--- config.mk ---
export PLATFORM = sky130hd
export DESIGN_NAME = ocu_channel
export DESIGN_NICKNAME = d
export VERILOG_FILES = /design/src/rtl/ocu_pkg.sv /design/src/rtl/ocu_cmp_reg.sv /design/src/rtl/ocu_match.sv /design/src/rtl/ocu_wave.sv /design/src/rtl/ocu_channel.sv
export SDC_FILE = /design/constraint.sdc
export NUM_CORES = 1
export LEC_CHECK = 0
export ABC_AREA = 1
export BUFFER_PORTS_ARGS = -buffer_cell sky130_fd_sc_hd__buf_2
export CAP_MARGIN = 25
export CORE_ASPECT_RATIO = 0.6
export CORE_MARGIN = 2
export CORE_UTILIZATION = 49
export DETAILED_ROUTE_END_ITERATION = 8
export GPL_ROUTABILITY_DRIVEN = 1
export PLACE_DENSITY = 0.92
export SLEW_MARGIN = 25
export SYNTH_ARGS = -nofsm -noshare
export SYNTH_HDL_FRONTEND = slang
export SYNTH_HIERARCHICAL = 1
export SYNTH_SLANG_ARGS = --single-unit
--- constraint.sdc ---
create_clock -name clk_i -period 1.9 [get_ports clk_i]
set_input_delay 0.19 -clock clk_i [delete_from_list [all_inputs] [get_ports clk_i]]
set_output_delay 0.19 -clock clk_i [all_outputs]
set_load 0.05 [all_outputs]
--- src/rtl/ocu_pkg.sv ---
package ocu_pkg;
  typedef enum logic [1:0] {
    MODE_PLAIN = 2'b00,
    MODE_FAST  = 2'b01,
    MODE_PHASE = 2'b10,
    MODE_RSVD  = 2'b11
  } mode_e;

  localparam logic [1:0] COM_NONE = 2'b00;
  localparam logic [1:0] COM_TOG  = 2'b01;
  localparam logic [1:0] COM_CLR  = 2'b10;
  localparam logic [1:0] COM_SET  = 2'b11;

  // inv selects the opposite action; toggle has no opposite
  function automatic logic apply_com(logic [1:0] com, logic inv, logic cur);
    logic r;
    unique case (com)
      COM_NONE: r = cur;
      COM_TOG:  r = inv ? cur : ~cur;
      COM_CLR:  r = inv;
      default:  r = ~inv;
    endcase
    return r;
  endfunction

  function automatic logic is_pwm(mode_e m);
    return (m == MODE_FAST) || (m == MODE_PHASE);
  endfunction
endpackage

--- src/rtl/ocu_cmp_reg.sv ---
module ocu_cmp_reg
  import ocu_pkg::*;
#(
  parameter int CNT_W = 16
) (
  input  logic             clk_i,
  input  logic             rst_ni,
  input  mode_e            mode_i,
  input  logic             tick_i,
  input  logic             at_top_i,
  input  logic             at_bottom_i,
  input  logic             wr_i,
  input  logic [CNT_W-1:0] wdata_i,
  output logic [CNT_W-1:0] active_o,
  output logic [CNT_W-1:0] buf_o
);
  logic [CNT_W-1:0] active_q, buf_q;
  logic             buffered, load;

  assign buffered = is_pwm(mode_i);

  always_comb begin
    unique case (mode_i)
      MODE_FAST:  load = tick_i & at_top_i;
      MODE_PHASE: load = tick_i & at_bottom_i;
      default:    load = 1'b0;
    endcase
  end

  always_ff @(posedge clk_i or negedge rst_ni) begin
    if (!rst_ni) begin
      active_q <= '0;
      buf_q    <= '0;
    end else begin
      if (wr_i) buf_q <= wdata_i;
      if (wr_i && !buffered) active_q <= wdata_i;
      else if (load)         active_q <= buf_q;
    end
  end

  assign active_o = active_q;
  assign buf_o    = buf_q;


  active_hw_stable_chk: assert property (@(posedge clk_i) disable iff (!rst_ni)
    !$past(wr_i) && !$past(load) |-> $stable(active_q));


  buf_write_only_chk: assert property (@(posedge clk_i) disable iff (!rst_ni)
    !$past(wr_i) |-> $stable(buf_q));
endmodule

--- src/rtl/ocu_match.sv ---
module ocu_match #(
  parameter int CNT_W = 16
) (
  input  logic             clk_i,
  input  logic             rst_ni,
  input  logic             tick_i,
  input  logic             cnt_wr_i,
  input  logic [CNT_W-1:0] count_i,
  input  logic [CNT_W-1:0] cmp_i,
  output logic             hit_o
);
  logic blk_q, eq;

  assign eq    = (count_i == cmp_i);
  assign hit_o = tick_i & ~cnt_wr_i & ~blk_q & eq;

  // inhibit holds through tickless cycles, released by the next tick
  always_ff @(posedge clk_i or negedge rst_ni) begin
    if (!rst_ni)       blk_q <= 1'b0;
    else if (cnt_wr_i) blk_q <= 1'b1;
    else if (tick_i)   blk_q <= 1'b0;
  end


  cnt_wr_blocks_next_chk: assert property (@(posedge clk_i) disable iff (!rst_ni)
    cnt_wr_i |=> !hit_o);


  hit_needs_tick_chk: assert property (@(posedge clk_i) disable iff (!rst_ni)
    hit_o |-> tick_i && (count_i == cmp_i));
endmodule

--- src/rtl/ocu_wave.sv ---
module ocu_wave
  import ocu_pkg::*;
(
  input  logic       clk_i,
  input  logic       rst_ni,
  input  mode_e      mode_i,
  input  logic [1:0] com_i,
  input  logic       tick_i,
  input  logic       at_top_i,
  input  logic       count_down_i,
  input  logic       hit_i,
  input  logic       force_i,
  input  logic       flag_clr_i,
  output logic       wave_o,
  output logic       flag_o
);
  logic wave_q, wave_d, flag_q;

  always_comb begin
    wave_d = wave_q;
    unique case (mode_i)
      MODE_FAST: begin
        if (hit_i)                   wave_d = apply_com(com_i, 1'b0, wave_q);
        else if (tick_i && at_top_i) wave_d = apply_com(com_i, 1'b1, wave_q);
      end
      MODE_PHASE: begin
        if (hit_i) wave_d = apply_com(com_i, count_down_i, wave_q);
      end
      default: begin
        if (hit_i || force_i) wave_d = apply_com(com_i, 1'b0, wave_q);
      end
    endcase
  end

  always_ff @(posedge clk_i or negedge rst_ni) begin
    if (!rst_ni) begin
      wave_q <= 1'b0;
      flag_q <= 1'b0;
    end else begin
      wave_q <= wave_d;
      if (hit_i)           flag_q <= 1'b1;
      else if (flag_clr_i) flag_q <= 1'b0;
    end
  end

  assign wave_o = wave_q;
  assign flag_o = flag_q;


  flag_rise_from_hit_chk: assert property (@(posedge clk_i) disable iff (!rst_ni)
    $rose(flag_q) |-> $past(hit_i));


  force_no_flag_chk: assert property (@(posedge clk_i) disable iff (!rst_ni)
    force_i && !hit_i && !flag_clr_i |=> flag_q == $past(flag_q));


  wave_quiet_chk: assert property (@(posedge clk_i) disable iff (!rst_ni)
    !$past(hit_i) && !$past(force_i) && !$past(tick_i) |-> $stable(wave_q));


  flag_clear_chk: assert property (@(posedge clk_i) disable iff (!rst_ni)
    flag_clr_i && !hit_i |=> !flag_q);
endmodule

--- src/rtl/ocu_channel.sv ---
module ocu_channel
  import ocu_pkg::*;
#(
  parameter int CNT_W = 16
) (
  input  logic             clk_i,
  input  logic             rst_ni,
  input  logic             tick_i,
  input  logic [CNT_W-1:0] count_i,
  input  logic             count_down_i,
  input  logic             at_top_i,
  input  logic             at_bottom_i,
  input  logic [1:0]       mode_i,
  input  logic [1:0]       com_i,
  input  logic             force_i,
  input  logic             cnt_wr_i,
  input  logic             cmp_wr_i,
  input  logic [CNT_W-1:0] cmp_wdata_i,
  input  logic             flag_clr_i,
  output logic [CNT_W-1:0] cmp_active_o,
  output logic [CNT_W-1:0] cmp_buf_o,
  output logic             flag_o,
  output logic             wave_o
);
  mode_e            mode;
  logic [CNT_W-1:0] active;
  logic             hit;

  assign mode = mode_e'(mode_i);

  ocu_cmp_reg #(.CNT_W(CNT_W)) u_cmp (
    .clk_i, .rst_ni,
    .mode_i     (mode),
    .tick_i,
    .at_top_i,
    .at_bottom_i,
    .wr_i       (cmp_wr_i),
    .wdata_i    (cmp_wdata_i),
    .active_o   (active),
    .buf_o      (cmp_buf_o)
  );

  ocu_match #(.CNT_W(CNT_W)) u_match (
    .clk_i, .rst_ni,
    .tick_i,
    .cnt_wr_i,
    .count_i,
    .cmp_i      (active),
    .hit_o      (hit)
  );

  ocu_wave u_wave (
    .clk_i, .rst_ni,
    .mode_i     (mode),
    .com_i,
    .tick_i,
    .at_top_i,
    .count_down_i,
    .hit_i      (hit),
    .force_i,
    .flag_clr_i,
    .wave_o,
    .flag_o
  );

  assign cmp_active_o = active;


  top_bottom_excl_chk: assert property (@(posedge clk_i) disable iff (!rst_ni)
    !(at_top_i && at_bottom_i));
endmodule

==> results.md, run 1 <==
Floorplan:
- The starting density of the core is 51.04%.
- 80 I/O pins were placed.
- The die is about 55 µm tall.
- The row count is 18.
- The die area is ~0.0048 mm².
- The placeable core region is ~0.0041 mm².
- The die is between 80 and 90 µm wide.

Timing:
- The final period demand of the worst path is about 1700 ps.
- The number of max-slew violations in the final report is 0.
- The transition time at the pin with the least slew margin is around 780 ps.
- Setup repair after global routing left no endpoint under its margin.
- Setup violations remaining at the end of the flow were counted as 0.
- The fmax is 0.5922 GHz.
- The final setup TNS is 0 ps.
- The hold violation total from the final report is 0.
- The ratio of final minimum period to clock period is 88.88%.
- For the final database, setup skew stands at approximately 5.6 ps.
- The worst-case headroom to the max-slew limit is a little under half.

Critical path:
- The type of the setup path with the least slack is reg2reg.
- The sort of element at the end of the critical path is a flip-flop.
- Counting stages on the worst path, the most repeated cell is nand2_1.
- The reg-to-reg startpoint is u_cmp/active_o[11]$_DFFE_PN0P_.
- The setup check on the worst reg-to-reg path leaves a slack of 210 ps.
- The slowest stage of the critical path is the dfrtp_1 cell.
- Traced cell by cell, the critical path runs through xnor2_1 > nand2_1 > nor2_1 > nand3_1 > nor2_1 > nand2_1 > a21oi_1 > nand2_1 > nand2_1 > nand3_1 > nand2_1.
- For the worst flop-to-flop path, the logic depth is 11.
- The largest single stage delay on the critical path is roughly 420 ps.
- The worst register-to-register path ends at u_wave/wave_o$_DFFE_PN0P_.
- At the worst endpoint, the required time is 2140 ps.
- The worst-path maximum fanout is 4.
- STA classifies the critical path startpoint as a flip-flop.
- The arrival time of data at the critical path endpoint is 1930 ps.

Cells and area:
- The sequential cells in the finished layout cover a total of 875.8 µm².
- With fillers left out, the area of the finished cells amounts to approximately 0.0026 mm².
- The fraction of the core area covered by cells at the end of the flow is 64.01%.
- The non-filler instance count after layout is about 430.
- The net count reported at finish is 419.
- The share of cells above drive strength 1 is between 20% and 30%.
- The multi-input combinational cells in the finished layout cover a total of 969.7 µm².
- The post-synthesis to final-layout area growth is 25.42%.
- Leaving out fill and tap cells, the most frequent cell in the layout is nand2_1.
- 0 antenna diodes ended up in the layout.
- Leaving out fill and tap cells, the most frequent cells in the layout are 84 x nand2_1, 79 x buf_2, 46 x inv_1.
- After filler insertion, the fill cell instance count of the layout stands at approximately 360.

Routing:
- For this block, the routed nets add up to ~5.2 mm of wire.
- For this block, the initial DRC count from the detailed router was approximately 180.
- For this block, the via count after detailed routing is around 2100.
- The count of nets left with antenna violations once routing finished came out at 0.
- Dividing the detail-routed via count by the number of cells gives ~4.8.
- After detailed routing, the number of remaining DRC violations is 0.
- The post-detailed-route wirelength per cell is approximately 12 µm.
- The detailed-router iteration count before antenna repair is 6.

Clocking:
- Post-CTS repair changed the size of 0 cells.
- The number of buffers between clock root and the deepest sink is 2.
- The buffers inserted during post-CTS setup optimization is 0.
- Counting every sink on the clock net gives 35.
- The CTS buffer count is 5.
- The clock insertion delay at the later pin of the skew report is approximately 290 ps.
- After clock tree synthesis, the flow added hold-fix buffers numbering 1.
- The count of H-tree levels built during CTS is 2.
- The TritonCTS clock tree is built.
- The tree is rooted in a clkbuf_8.
- Clock-pin slew was measured on the worst setup and hold paths at roughly 70 ps.

Placed design:
- Summed over all nets, the half-perimeter wirelength after detailed placement is between 3 and 4 mm.
- Port buffering added between 70 and 80 buffers.
- The instance area at placement is around 0.0025 mm².
- Counting tap cells, the placed design contains a total of approximately 420 instances.
- The congestion estimate from routability-driven global placement came to between 0.8 and 0.9.

Synthesis:
- The sequential cell area fraction in the yosys report is a little over two fifths.
- After synthesis, the mean cell area works out to ~7.3 µm².
- The library cell with the largest summed area after synthesis is dfrtp_1.
- The top cell type's share of synthesized area is between 40% and 50%.
- In this run, distinct cell masters in the synthesized netlist total 19.
- The Yosys step of the flow raised 6 warnings.
- In this run, synthesis produced a sequential element count of 35.
- Synthesis produced a netlist with a net count of 342.
- The gate count after technology mapping is about 290.
- The cell area that synthesis handed to floorplanning was approximately 0.0021 mm².
- Yosys attributes the largest share of cell area to dfrtp_1 42%, nand2_1 15%, inv_1 8.3%.

GRT:
- For this run the aggregate overflow at the end of global routing stands at 0.
- The via count of the first global-routing pass is between 1500 and 2000.
- The wire length of the first global-routing pass is ~8.4 mm.
- In the global route stage, overall resource usage came out at 23.87%.
- The initial antenna violation count is 0.
- The pin count of the biggest net entering global routing is 50.

Power and ir drop:
- Net switching is 41.90% of the power.
- The fraction of power consumed by the clock network is a little over a quarter.
- Summed over all cells, the static leakage comes to ~1.5 nW.
- The power spent charging and discharging nets is ~1.1 mW.
- Across the VDD grid, the largest voltage drop is between 0.6 and 0.7 mV.
- The internal power of the cells totals about 1.6 mW.
- The combinational share of power is roughly 38%.
- The total power density per cell area is between 1000 and 1500 mW/mm².
- Sequential cells burn a little over a third of the power.

Min path:
- The worst hold path belongs to the class in2reg.
- The worst hold path startpoint is flag_clr_i.
- The count of cells along the worst hold path is 2.
- For hold timing, the worst endpoint is u_wave/flag_o$_DFFE_PN0P_.

Status:
- The flow ran to the end, and the final reports show no timing, DRC or antenna violations.

Run:
- The max capacitance violation total is 0.
==> cells in the mapped netlist, drive strengths merged <==
| master | n |
|---|---|
| inv | 46 |
| nand2 | 86 |
| nor2 | 29 |
| buf | 8 |
| a21oi | 17 |
| o21ai | 21 |
| clkbuf | 3 |
| nand3 | 23 |
| xnor2 | 5 |
| xor2 | 4 |
| nand4 | 3 |
| ha | 8 |
| dfrtp | 35 |
==> routing by layer <==
metal	vias to the layer above	share of wire (%)	wire [µm]	GRT usage (%)
li1	1035	-	-	-
met1	935	46	2427	31.52
met5	-	0	0	0
met4	0	0.69	36	5.808
met2	81	46	2405	38.85
met3	6	7.2	376	7.692
==> worst max-delay path, delay by kind of cell, from the launching register on <==
family	cells	cell delay [ps]
AO/OA/AOI/OAI	1	150
XOR/XNOR	1	160
flip-flops	1	420
AND/OR/NAND/NOR	9	890
==> worst max path at each step <==
| stage | startpoint | cells after the start | endpoint | slack [ps] |
|---|---|---|---|---|
| 2_1_floorplan | u_cmp/active_o[6]$_DFFE_PN0P_ | 11 | u_wave/wave_o$_DFFE_PN0P_ | 210 |
| 4_1_cts | u_cmp/active_o[3]$_DFFE_PN0P_ | 13 | u_wave/wave_o$_DFFE_PN0P_ | 240 |
| 5_1_grt | u_cmp/active_o[15]$_DFFE_PN0P_ | 13 | u_wave/wave_o$_DFFE_PN0P_ | 30 |
| 6_report | u_cmp/active_o[11]$_DFFE_PN0P_ | 11 | u_wave/wave_o$_DFFE_PN0P_ | 210 |
| 3_3_place_gp | mode_i[0] | 8 | u_cmp/active_o[11]$_DFFE_PN0P_ | 250 |
| 3_5_place_dp | mode_i[0] | 8 | u_cmp/active_o[11]$_DFFE_PN0P_ | 190 |
==> kinds of logic after synthesis <==
group | Yosys count | synth area share [%]
fa+ha+maj | 8 | 4.785
xor+xnor | 9 | 3.768
compound gates | 38 | 9.808
simple gates | 141 | 27.99
flops | 35 | 41.87
buf+inv | 57 | 11.78
==> power by group through the flow <==
| stage | clock, mW | combinational (mW) | sequential [mW] |
|---|---|---|---|
| floorplan | 0 | 0.337 | 1.38 |
| CTS | 0.715 | 1.01 | 0.970 |
| global placement | 0 | 0.980 | 0.978 |
| finish | 0.700 | 1.00 | 0.970 |
| global route | 0.747 | 1.09 | 0.990 |
| detailed placement | 0 | 0.997 | 0.984 |
==> area by class of cell <==
type	count	area share (%)
Clock buffer	6	3.147
Multi-Input combinational cell	196	36.96
Inverter	46	6.581
Sequential cell	35	33.38
Timing Repair Buffer	81	15.74
Tap cell	60	2.861
Clock inverter	2	1.335
==> state kept, by name, indices dropped and copies added, names as in the netlist <==
signal          cells
u_cmp/active_o     16
u_match/blk_q       1
u_cmp/buf_o        16
u_wave/flag_o       1
u_wave/wave_o       1
==> metrics by stage <==
| stage | setup WS (ps) | hold WS (ps) | power [mW] |
|---|---|---|---|
| global placement | 246.6 | 310.9 | 1.958 |
| detailed placement | 185.9 | 310.8 | 1.982 |
| CTS | 241.1 | 99.76 | 2.692 |
| floorplan | 211.3 | -105.6 | 1.713 |
| global route | 31.80 | 111.4 | 2.824 |
| finish | 211.4 | 102.5 | 2.675 |
No activity file was read; power rests on OpenSTA's default activity.
==> run 2: changes to the inputs <==
--- a/config.mk
+++ b/config.mk
@@ -10,10 +10,10 @@
 export CAP_MARGIN = 25
 export CORE_ASPECT_RATIO = 0.6
 export CORE_MARGIN = 2
-export CORE_UTILIZATION = 49
+export CORE_UTILIZATION = 44
 export DETAILED_ROUTE_END_ITERATION = 8
 export GPL_ROUTABILITY_DRIVEN = 1
-export PLACE_DENSITY = 0.92
+export PLACE_DENSITY = 0.88
 export SLEW_MARGIN = 25
 export SYNTH_ARGS = -nofsm -noshare
 export SYNTH_HDL_FRONTEND = slang
==> constraint.sdc (replaced) <==
create_clock -name clk_i -period 1.55 [get_ports clk_i]
set_input_delay 0.155 -clock clk_i [delete_from_list [all_inputs] [get_ports clk_i]]
set_output_delay 0.155 -clock clk_i [all_outputs]
set_load 0.05 [all_outputs]
==> run 2 against run 1 <==
Effect of this change:
- the run now ends with negative setup slack left
- design area up 6.6%
- non-clock buffer count up 16
- register-to-register slack worse by 290 ps
- global-route usage down 1.3 points
- critical path type unchanged
- largest cell class unchanged
==> results.md, run 2 (synthesis results as in run 1) <==
Cells and area:
- The share of cells above drive strength 1 is 36.13% (+10 points).
- The commonest non-fill, non-tap cell in the layout is nand2_1.
- The net count reported at finish is 435 (+3.8%).
- The post-synthesis to final-layout area growth is 33.67%.
- The fraction of the core area covered by cells at the end of the flow is 61.27% (-2.7 points).
- The cell area after layout is 0.002796 mm² (+6.6%).
- In the layout the commonest cells are 83 x nand2_1, 79 x buf_2, 44 x inv_1.
- The number of antenna repair diodes is 0 (unchanged).
- The non-filler instance count after layout is 445 (+4.5%).

Placed design:
- The instance area at placement is 0.002590 mm² (+3.8%).
- The final weighted congestion in routability-driven placement is 0.8530 (+5.1%).
- The total half-perimeter wirelength after legalization and detailed placement is 4.384 mm (+12%).
- The number of placed instances, taps included is 429 (+2.9%).
- The number of buffers added on ports is 79 (unchanged).

Critical path:
- By instance count, the cell type seen most on the critical path is nand2_1.
- The standard cell with the maximum stage delay on the critical path is dfrtp_2.
- The delay of the slowest cell on the worst path is 430 ps (about the same).
- The category of cells accounting for the largest share of critical-path delay is simple AND/OR/NAND/NOR gates.
- The worst setup path is captured at a flip-flop.
- The worst-path maximum fanout came to 4 (unchanged).
- The arrival time of data at the critical path endpoint is 1860 ps (-70 ps).
- The cell depth of the worst flop-to-flop path is 11 (unchanged).
- The worst-case register-to-register setup slack was -80 ps (-290 ps).
- The worst setup path is launched from a flip-flop.
- The endpoint identified for the worst register-to-register timing path is u_wave/wave_o$_DFFE_PN0P_.
- The critical path in this run is classified as reg2reg.
- Traced cell by cell, the critical path runs through xnor2_2 > nand2_1 > nor2_2 > nand3_2 > nor2_4 > nand2_2 > a21oi_2 > nand2_1 > nand2_1 > nand3_1 > nand2_1.
- The required time at the worst-slack endpoint is 1780 ps (-360 ps).
- In this run the worst setup path begins at u_cmp/active_o[13]$_DFFE_PN0P_.
- The number of buffer and inverter instances along the worst setup path is 0 (unchanged).
- The reg-to-reg startpoint is u_cmp/active_o[13]$_DFFE_PN0P_.

Clocking:
- The number of buffers between clock root and the deepest sink is 2 (unchanged).
- The clock-pin transition on the worst setup and hold timing paths is 70 ps (about the same).
- The CTS buffer count is 5 (unchanged).
- The number of sinks driven by the clock tree is 35 (unchanged).
- The count of H-tree levels built during CTS is 2 (unchanged).
- CTS placed an instance of clkbuf_8 at the clock tree root.
- The clock insertion delay at the later pin of the skew report is 290 ps (about the same).
- The TritonCTS clock tree is built.

Status:
- The final reports fail on negative setup slack.
- The run finished, with violations left.

Timing:
- The number of max-slew violations in the final report was 0 (unchanged).
- The hold violation total from the final report was 0 (unchanged).
- The ratio of final minimum period to clock period is 105.2% (+16 points).
- The final setup skew is 4.103 ps (-1.478 ps).
- The fmax came to 0.6135 GHz (+3.6%).
- The setup slack of the critical path after layout is -80.00 ps (-291.4 ps).
- The final period demand of the worst path is 1630 ps (-58.63 ps).
- The final setup TNS is -80.00 ps (-80.00 ps).
- The worst-case headroom to the max-slew limit came to 62.33% (+14 points).
- Setup repair after global routing could not meet its margin everywhere.
- The transition time at the pin with the least slew margin is 565.0 ps (-215.2 ps).
- The final number of setup-violating endpoints is 1 (+1).

GRT:
- The global routing usage on met1 was 30.23% (-1.3 points).
- The met3 usage in global routing is 5.416% (-2.3 points).
- The pin count of the biggest net entering global routing is 33 (-34%).
- The total routing resource utilization after global routing came to 22.53% (-1.3 points).
- The via count of the first global-routing pass was 2070 (+11%).
- The global routing usage on met2 was 35.82% (-3.0 points).
- The initial antenna violation count is 0 (unchanged).
- The overflow left after global routing came to 0 (unchanged).
- The wire length of the first global-routing pass is 9.239 mm (+9.8%).
- The most used routing layer is met2.

Routing:
- The number of DRC markers in iteration 0 is 137 (-23%).
- The routed via count is 2198 (+6.9%).
- The total DRC errors in the routed layout is 0 (unchanged).
- The remaining number of nets flagged by the antenna check after routing is 0 (unchanged).
- The detail-routed via count per cell is 4.939 (+2.3%).
- The total detailed-routing wirelength is 5.898 mm (+12%).
- The detailed-router iteration count before antenna repair is 5 (-1).
- The post-detailed-route wirelength per cell came to 13.25 µm (+7.6%).

Floorplan:
- The placeable core region is 0.004564 mm² (+11%).
- The count of pins on the block boundary is 80 (unchanged).
- The die area came to 0.005340 mm² (+11%).
- The row count is 19 (+1).
- The die boundary width is 93.02 µm (+5.3%).
- The starting density of the core is 45.83% (-5.2 points).
- The vertical extent of the die came to 57.41 µm (+5.1%).

Min path:
- The classification of the worst-slack hold path is in2reg.
- The hold path endpoint is u_wave/flag_o$_DFFE_PN0P_.
- The count of cells along the worst hold path came to 2 (unchanged).
- The worst hold path startpoint is flag_clr_i.

Power and ir drop:
- The peak supply drop is 0.5411 mV (-10%).
- The power after layout is 3.342 mW (+25%).
- The total power density per cell area came to 1195 mW/mm² (+17%).
- The leakage power is 1.579 nW (+3.9%).

Run:
- The max capacitance violation total is 0 (unchanged).
run 2: changes by cell type in the layout (fill, tap and decap cells not counted), sizes merged:
| cell | before | now |
|---|---|---|
| buf | 80 | 96 |
| bufinv | 1 | 0 |
| clkbuf | 6 | 8 |
| clkinv | 1 | 0 |
run 2: worst register-to-register path: stages (launching register included):
cell	delay [ps]
dfrtp_2	430
xnor2_2	140
nand2_1	90
nor2_2	150
nand3_2	120
nor2_4	150
nand2_2	70
a21oi_2	120
nand2_1	80
nand2_1	70
nand3_1	80
nand2_1	70
run 2: layer usage:
metal / routed length, µm / vias to the layer above / part of all wire [%]
li1: - / 1069 / -
met1: 2682 / 1003 / 45
met2: 2617 / 109 / 44
met3: 492 / 17 / 8.3
met4: 106 / 0 / 1.8
met5: 0 / - / 0
run 2: stage by stage:
step	hold WS, ps	setup WS, ps
after global routing	66.14	-112.1
after CTS	62.07	-35.00
after detailed placement	176.9	-57.33
after floorplan	-140.6	35.06
after global placement	177.7	61.60
final	56.54	-80.00
run 2: layout make-up:
class,instances,area (µm²)
fill,403,1768
clock buffer,8,100.1
sequential,35,895.9
multi-input combinational,196,1016
inverter,46,172.7
tap,63,78.83
timing repair buffer,97,533.0
run 2: worst max-delay path by stage:
stage | to | slack [ps] | cells after the start
floorplan | u_wave/wave_o$_DFFE_PN0P_ | 40 | 10
global placement | u_wave/wave_o$_DFFE_PN0P_ | 60 | 11
detailed placement | u_wave/wave_o$_DFFE_PN0P_ | -60 | 11
CTS | u_wave/wave_o$_DFFE_PN0P_ | -30 | 13
global route | u_wave/wave_o$_DFFE_PN0P_ | -110 | 13
finish | u_wave/wave_o$_DFFE_PN0P_ | -80 | 11
run 2: report_power, final:
part	total [mW]	switching [mW]	internal (mW)
sequential	1.21	0.135	1.08
combinational	1.39	0.969	0.425
clock	0.736	0.331	0.405
run 2: what timing repair did:
action / CTS / global route
hold endpoints to repair: 24 / 0
endpoints found under the setup margin: 1 / 1
resized for setup: 8 / 5
setup buffers: 3 / 4
pin swaps: 9 / 9
hold buffers: 1 / 0
==> run 3: changes to the inputs <==
--- a/config.mk
+++ b/config.mk
@@ -5,12 +5,12 @@
 export SDC_FILE = /design/constraint.sdc
 export NUM_CORES = 1
 export LEC_CHECK = 0
-export ABC_AREA = 1
+export ABC_AREA = 0
 export BUFFER_PORTS_ARGS = -buffer_cell sky130_fd_sc_hd__buf_2
 export CAP_MARGIN = 25
 export CORE_ASPECT_RATIO = 0.6
 export CORE_MARGIN = 2
-export CORE_UTILIZATION = 44
+export CORE_UTILIZATION = 43
 export DETAILED_ROUTE_END_ITERATION = 8
 export GPL_ROUTABILITY_DRIVEN = 1
 export PLACE_DENSITY = 0.88
==> run 3 against run 2 <==
Effect of this change:
- the flow still finishes with violations (negative setup slack)
- non-clock buffer count rose by 11
- register-to-register slack worse by 490 ps
- count of clock-buffer cells in the layout fell by 2
- flip-flop and latch count unchanged
- maximum frequency fell by 23%
- sequential power decreased by 3%
- worst setup slack got worse by 490 ps
- critical path depth decreased by 4
- wire length down 18%
- global-route usage fell by 1.4 points
- critical endpoint unchanged
==> results.md, run 3 <==
Routing:
- The remaining number of nets flagged by the antenna check after routing is 0 (unchanged).
- The detail-routed via count per cell is 4.928 (-0.23%).
- The total DRC errors in the routed layout came to 0 (unchanged).
- The post-detailed-route wirelength per cell came to 15.04 µm (+14%).
- The detailed-router iteration count before antenna repair is 4 (-1).
- The routed metal-1 wirelength is 2.283 mm (-15%).
- The met3 layer wire length in the routed design came to 465 µm (-5.5%).
- The uppermost signal routing layer after detailed routing is met4.
- The number of DRC markers in iteration 0 is 68 (-50%).
- The total detailed-routing wirelength was 4.814 mm (-18%).
- The met2 wirelength from detailed routing is 2.044 mm (-22%).
- The routed via count is 1577 (-28%).

Cells and area:
- The share of cells above drive strength 1 is 66.92% (+31 points).
- The commonest non-fill, non-tap cell in the layout is buf_2.
- The non-filler instance count after layout was 320 (-28%).
- In the layout the commonest cells are 79 x buf_2, 27 x buf_4, 23 x dfrtp_1.
- The number of antenna repair diodes is 0 (unchanged).
- The net count reported at finish is 313 (-28%).
- The post-synthesis to final-layout area growth is 43.43%.

Critical path:
- The reg-to-reg endpoint is u_wave/wave_o$_DFFE_PN0P_.
- The critical path is of the reg2reg type.
- The worst-path maximum fanout was 4 (unchanged).
- The required time at the worst-slack endpoint is 1720 ps (-60 ps).
- The arrival time of data at the critical path endpoint came to 2290 ps (+430 ps).
- The worst-case register-to-register setup slack was -570 ps (-490 ps).
- The reg-to-reg startpoint is u_cmp/active_o[7]$_DFFE_PN0P_.
- The kind of start point of the critical path is a flip-flop.
- The cell depth of the worst flop-to-flop path is 7 (-4).
- The worst setup path is captured at a flip-flop.

Timing:
- The final period demand of the worst path is 2122 ps (+491.9 ps).
- Setup repair after global routing could not meet its margin everywhere.
- The final setup skew came to 11.53 ps (+7.424 ps).
- The transition time at the pin with the least slew margin is 396.7 ps (-168.3 ps).
- The final number of setup-violating endpoints was 2 (+1).
- The number of max-slew violations in the final report was 0 (unchanged).
- The final setup TNS is -682.3 ps (-602.3 ps).
- The worst-case headroom to the max-slew limit came to 73.55% (+11 points).
- The hold violation total from the final report is 0 (unchanged).
- The fmax is 0.4713 GHz (-23%).
- The setup slack of the critical path after layout came to -571.9 ps (-491.9 ps).
- The ratio of final minimum period to clock period is 136.9% (+32 points).

Clocking:
- The buffer type at the clock tree root is clkbuf_8.
- The number of sinks driven by the clock tree is 35 (unchanged).
- The number of buffers between clock root and the deepest sink came to 2 (unchanged).
- The CTS buffer count is 5 (unchanged).
- The clock insertion delay at the later pin of the skew report is 290 ps (about the same).
- The TritonCTS clock tree is built.
- The clock-pin transition on the worst setup and hold timing paths is 70 ps (about the same).
- The count of H-tree levels built during CTS is 2 (unchanged).

Floorplan:
- The row count came to 18 (-1).
- The placeable core region is 0.004121 mm² (-9.7%).
- The count of pins on the block boundary was 80 (unchanged).
- The vertical extent of the die came to 54.89 µm (-4.4%).
- The die area came to 0.004874 mm² (-8.7%).
- The starting density of the core is 45.02% (-0.81 points).
- The die boundary width is 88.81 µm (-4.5%).

Synthesis:
- The gate count after technology mapping is 149 (-48%).
- The cell with the most instances after synthesis is dfrtp_1.
- The average cell area after synthesis is 12.45 µm² (+71%).
- The number of synthesized flops with an enable pin is 0 (unchanged).
- The main flop type after synthesis is dfrtp_1.
- The area of the mapped netlist is 0.001856 mm² (-11%).
- The synthesis-stage register bit count is 35 (unchanged).
- The number of nets produced by synthesis is 203 (-41%).
- The number of library cell types mapped by synthesis is 30 (+11).
- The share of synthesized flip-flops with an asynchronous set or reset is 100.0% (unchanged).
- By area the synthesized netlist is led by dfrtp_1 47%, mux2_2 10%, xor2_1 7.6%.
- The number of warnings printed during yosys synthesis is 6 (unchanged).
- The commonest cells after synthesis are 35 x dfrtp_1, 17 x mux2_2, 16 x or2_2, 16 x xor2_1, 10 x o221a_1.
- The largest total area in the synthesized netlist belongs to dfrtp_1.
- The sequential cell area fraction in the yosys report is 47.20% (+5.3 points).
- The top cell type's share of synthesized area is 47.20% (+5.3 points).

GRT:
- The via count of the first global-routing pass is 1445 (-30%).
- The overflow left after global routing was 0 (unchanged).
- The total routing resource utilization after global routing was 21.14% (-1.4 points).
- The pin count of the biggest net entering global routing is 19 (-42%).
- The initial antenna violation count is 0 (unchanged).
- The wire length of the first global-routing pass is 7.231 mm (-22%).

Placed design:
- The number of buffers added on ports came to 79 (unchanged).
- The final weighted congestion in routability-driven placement is 0.8467 (-0.74%).
- The total half-perimeter wirelength after legalization and detailed placement is 3.798 mm (-13%).
- The number of placed instances, taps included was 310 (-28%).

Status:
- The checks that failed: negative setup slack.
- The run finished, with violations left.

Min path:
- The worst hold path startpoint is cnt_wr_i.
- The count of cells along the worst hold path came to 2 (unchanged).
- The classification of the worst-slack hold path is in2reg.
- The worst hold path terminates at u_match/blk_q$_DFFE_PN0P_.

Power and ir drop:
- The leakage power was 1.266 nW (-20%).
- The peak supply drop is 0.7841 mV (+45%).
- The total power density per cell area is 1182 mW/mm² (-1.0%).

Run:
- The max capacitance violation total is 0 (unchanged).
-- run 3: cell count changes after synthesis, moves of 10 or more --
| cell | before | now |
|---|---|---|
| inv_1 | 46 | 8 |
| or2_2 | 0 | 16 |
| o221a_1 | 0 | 10 |
| o21ai_0 | 21 | 0 |
| nand2_1 | 84 | 4 |
| mux2_2 | 0 | 17 |
| xor2_1 | 4 | 16 |
| nor2_1 | 29 | 0 |
| nand3_1 | 22 | 0 |
-- run 3: critical path, cell delays in order (launching register included) --
cell,delay [ps]
dfrtp_2,410
xor2_1,150
nor4_2,310
nand4_1,180
nor4_4,280
nor4b_1,100
or3_1,310
mux2_2,260
-- run 3: how the worst max path moves through the flow --
stage / from / end / slack [ps] / cells after the start
2_1_floorplan: u_cmp/active_o[8]$_DFFE_PN0P_ / u_wave/wave_o$_DFFE_PN0P_ / -560 / 7
3_3_place_gp: u_cmp/active_o[3]$_DFFE_PN0P_ / u_wave/wave_o$_DFFE_PN0P_ / -600 / 7
3_5_place_dp: u_cmp/active_o[3]$_DFFE_PN0P_ / u_wave/wave_o$_DFFE_PN0P_ / -650 / 7
4_1_cts: u_cmp/active_o[7]$_DFFE_PN0P_ / u_wave/wave_o$_DFFE_PN0P_ / -580 / 7
5_1_grt: u_cmp/active_o[7]$_DFFE_PN0P_ / u_wave/wave_o$_DFFE_PN0P_ / -670 / 7
6_report: u_cmp/active_o[7]$_DFFE_PN0P_ / u_wave/wave_o$_DFFE_PN0P_ / -570 / 7
-- run 3: through the flow --
stage	hold slack [ps]	cell area, µm²	setup slack, ps	util (%)	total power [mW]
finish	97.03	2661	-571.9	64.57	3.147
global route	91.80	2661	-668.5	64.57	3.303
CTS	89.10	2661	-575.3	64.57	3.165
detailed placement	102.4	2530	-650.0	61.38	2.498
global placement	103.0	2530	-595.0	61.38	2.471
floorplan	-140.6	1879	-558.8	-	2.014
-- run 3: what timing repair did --
action                     CTS  global route
pin swaps                    5             0
setup buffers                1             0
gates resized for setup      4             0
gates cloned                 0             0
setup endpoints to repair    2             2
hold buffers                 1             0
hold endpoints to repair    17             0
-- run 3: layer usage --
layer	up-vias	global-route usage [%]
met5	-	0
met3	4	8.597
met1	748	30.01
met4	0	4.040
met2	68	30.60
li1	757	-
-- run 3: cells by family after synthesis --
| family | share of synthesized area [%] |
|---|---|
| multiplexers | 11.13 |
| AO/OA/AOI/OAI | 13.82 |
| flip-flops | 47.20 |
| XOR/XNOR | 7.552 |
| buffers and inverters | 3.506 |
| adder cells (fa/ha/maj) | 5.395 |
| AND/OR/NAND/NOR | 11.40 |
-- run 3: layout make-up --
type | instances | area [µm²]
Clock inverter | 2 | 13.76
Timing Repair Buffer | 108 | 628.1
Multi-Input combinational cell | 101 | 950.9
Fill cell | 348 | 1460
Clock buffer | 6 | 72.57
Tap cell | 60 | 75.07
Inverter | 8 | 30.03
Sequential cell | 35 | 890.9
-- run 3: where the power goes --
part	switching [mW]	internal [mW]	leakage, nW
registers	0.108	1.07	0.392
logic	0.831	0.493	0.829
clock network	0.333	0.317	0.0452
total	1.27	1.87	1.27
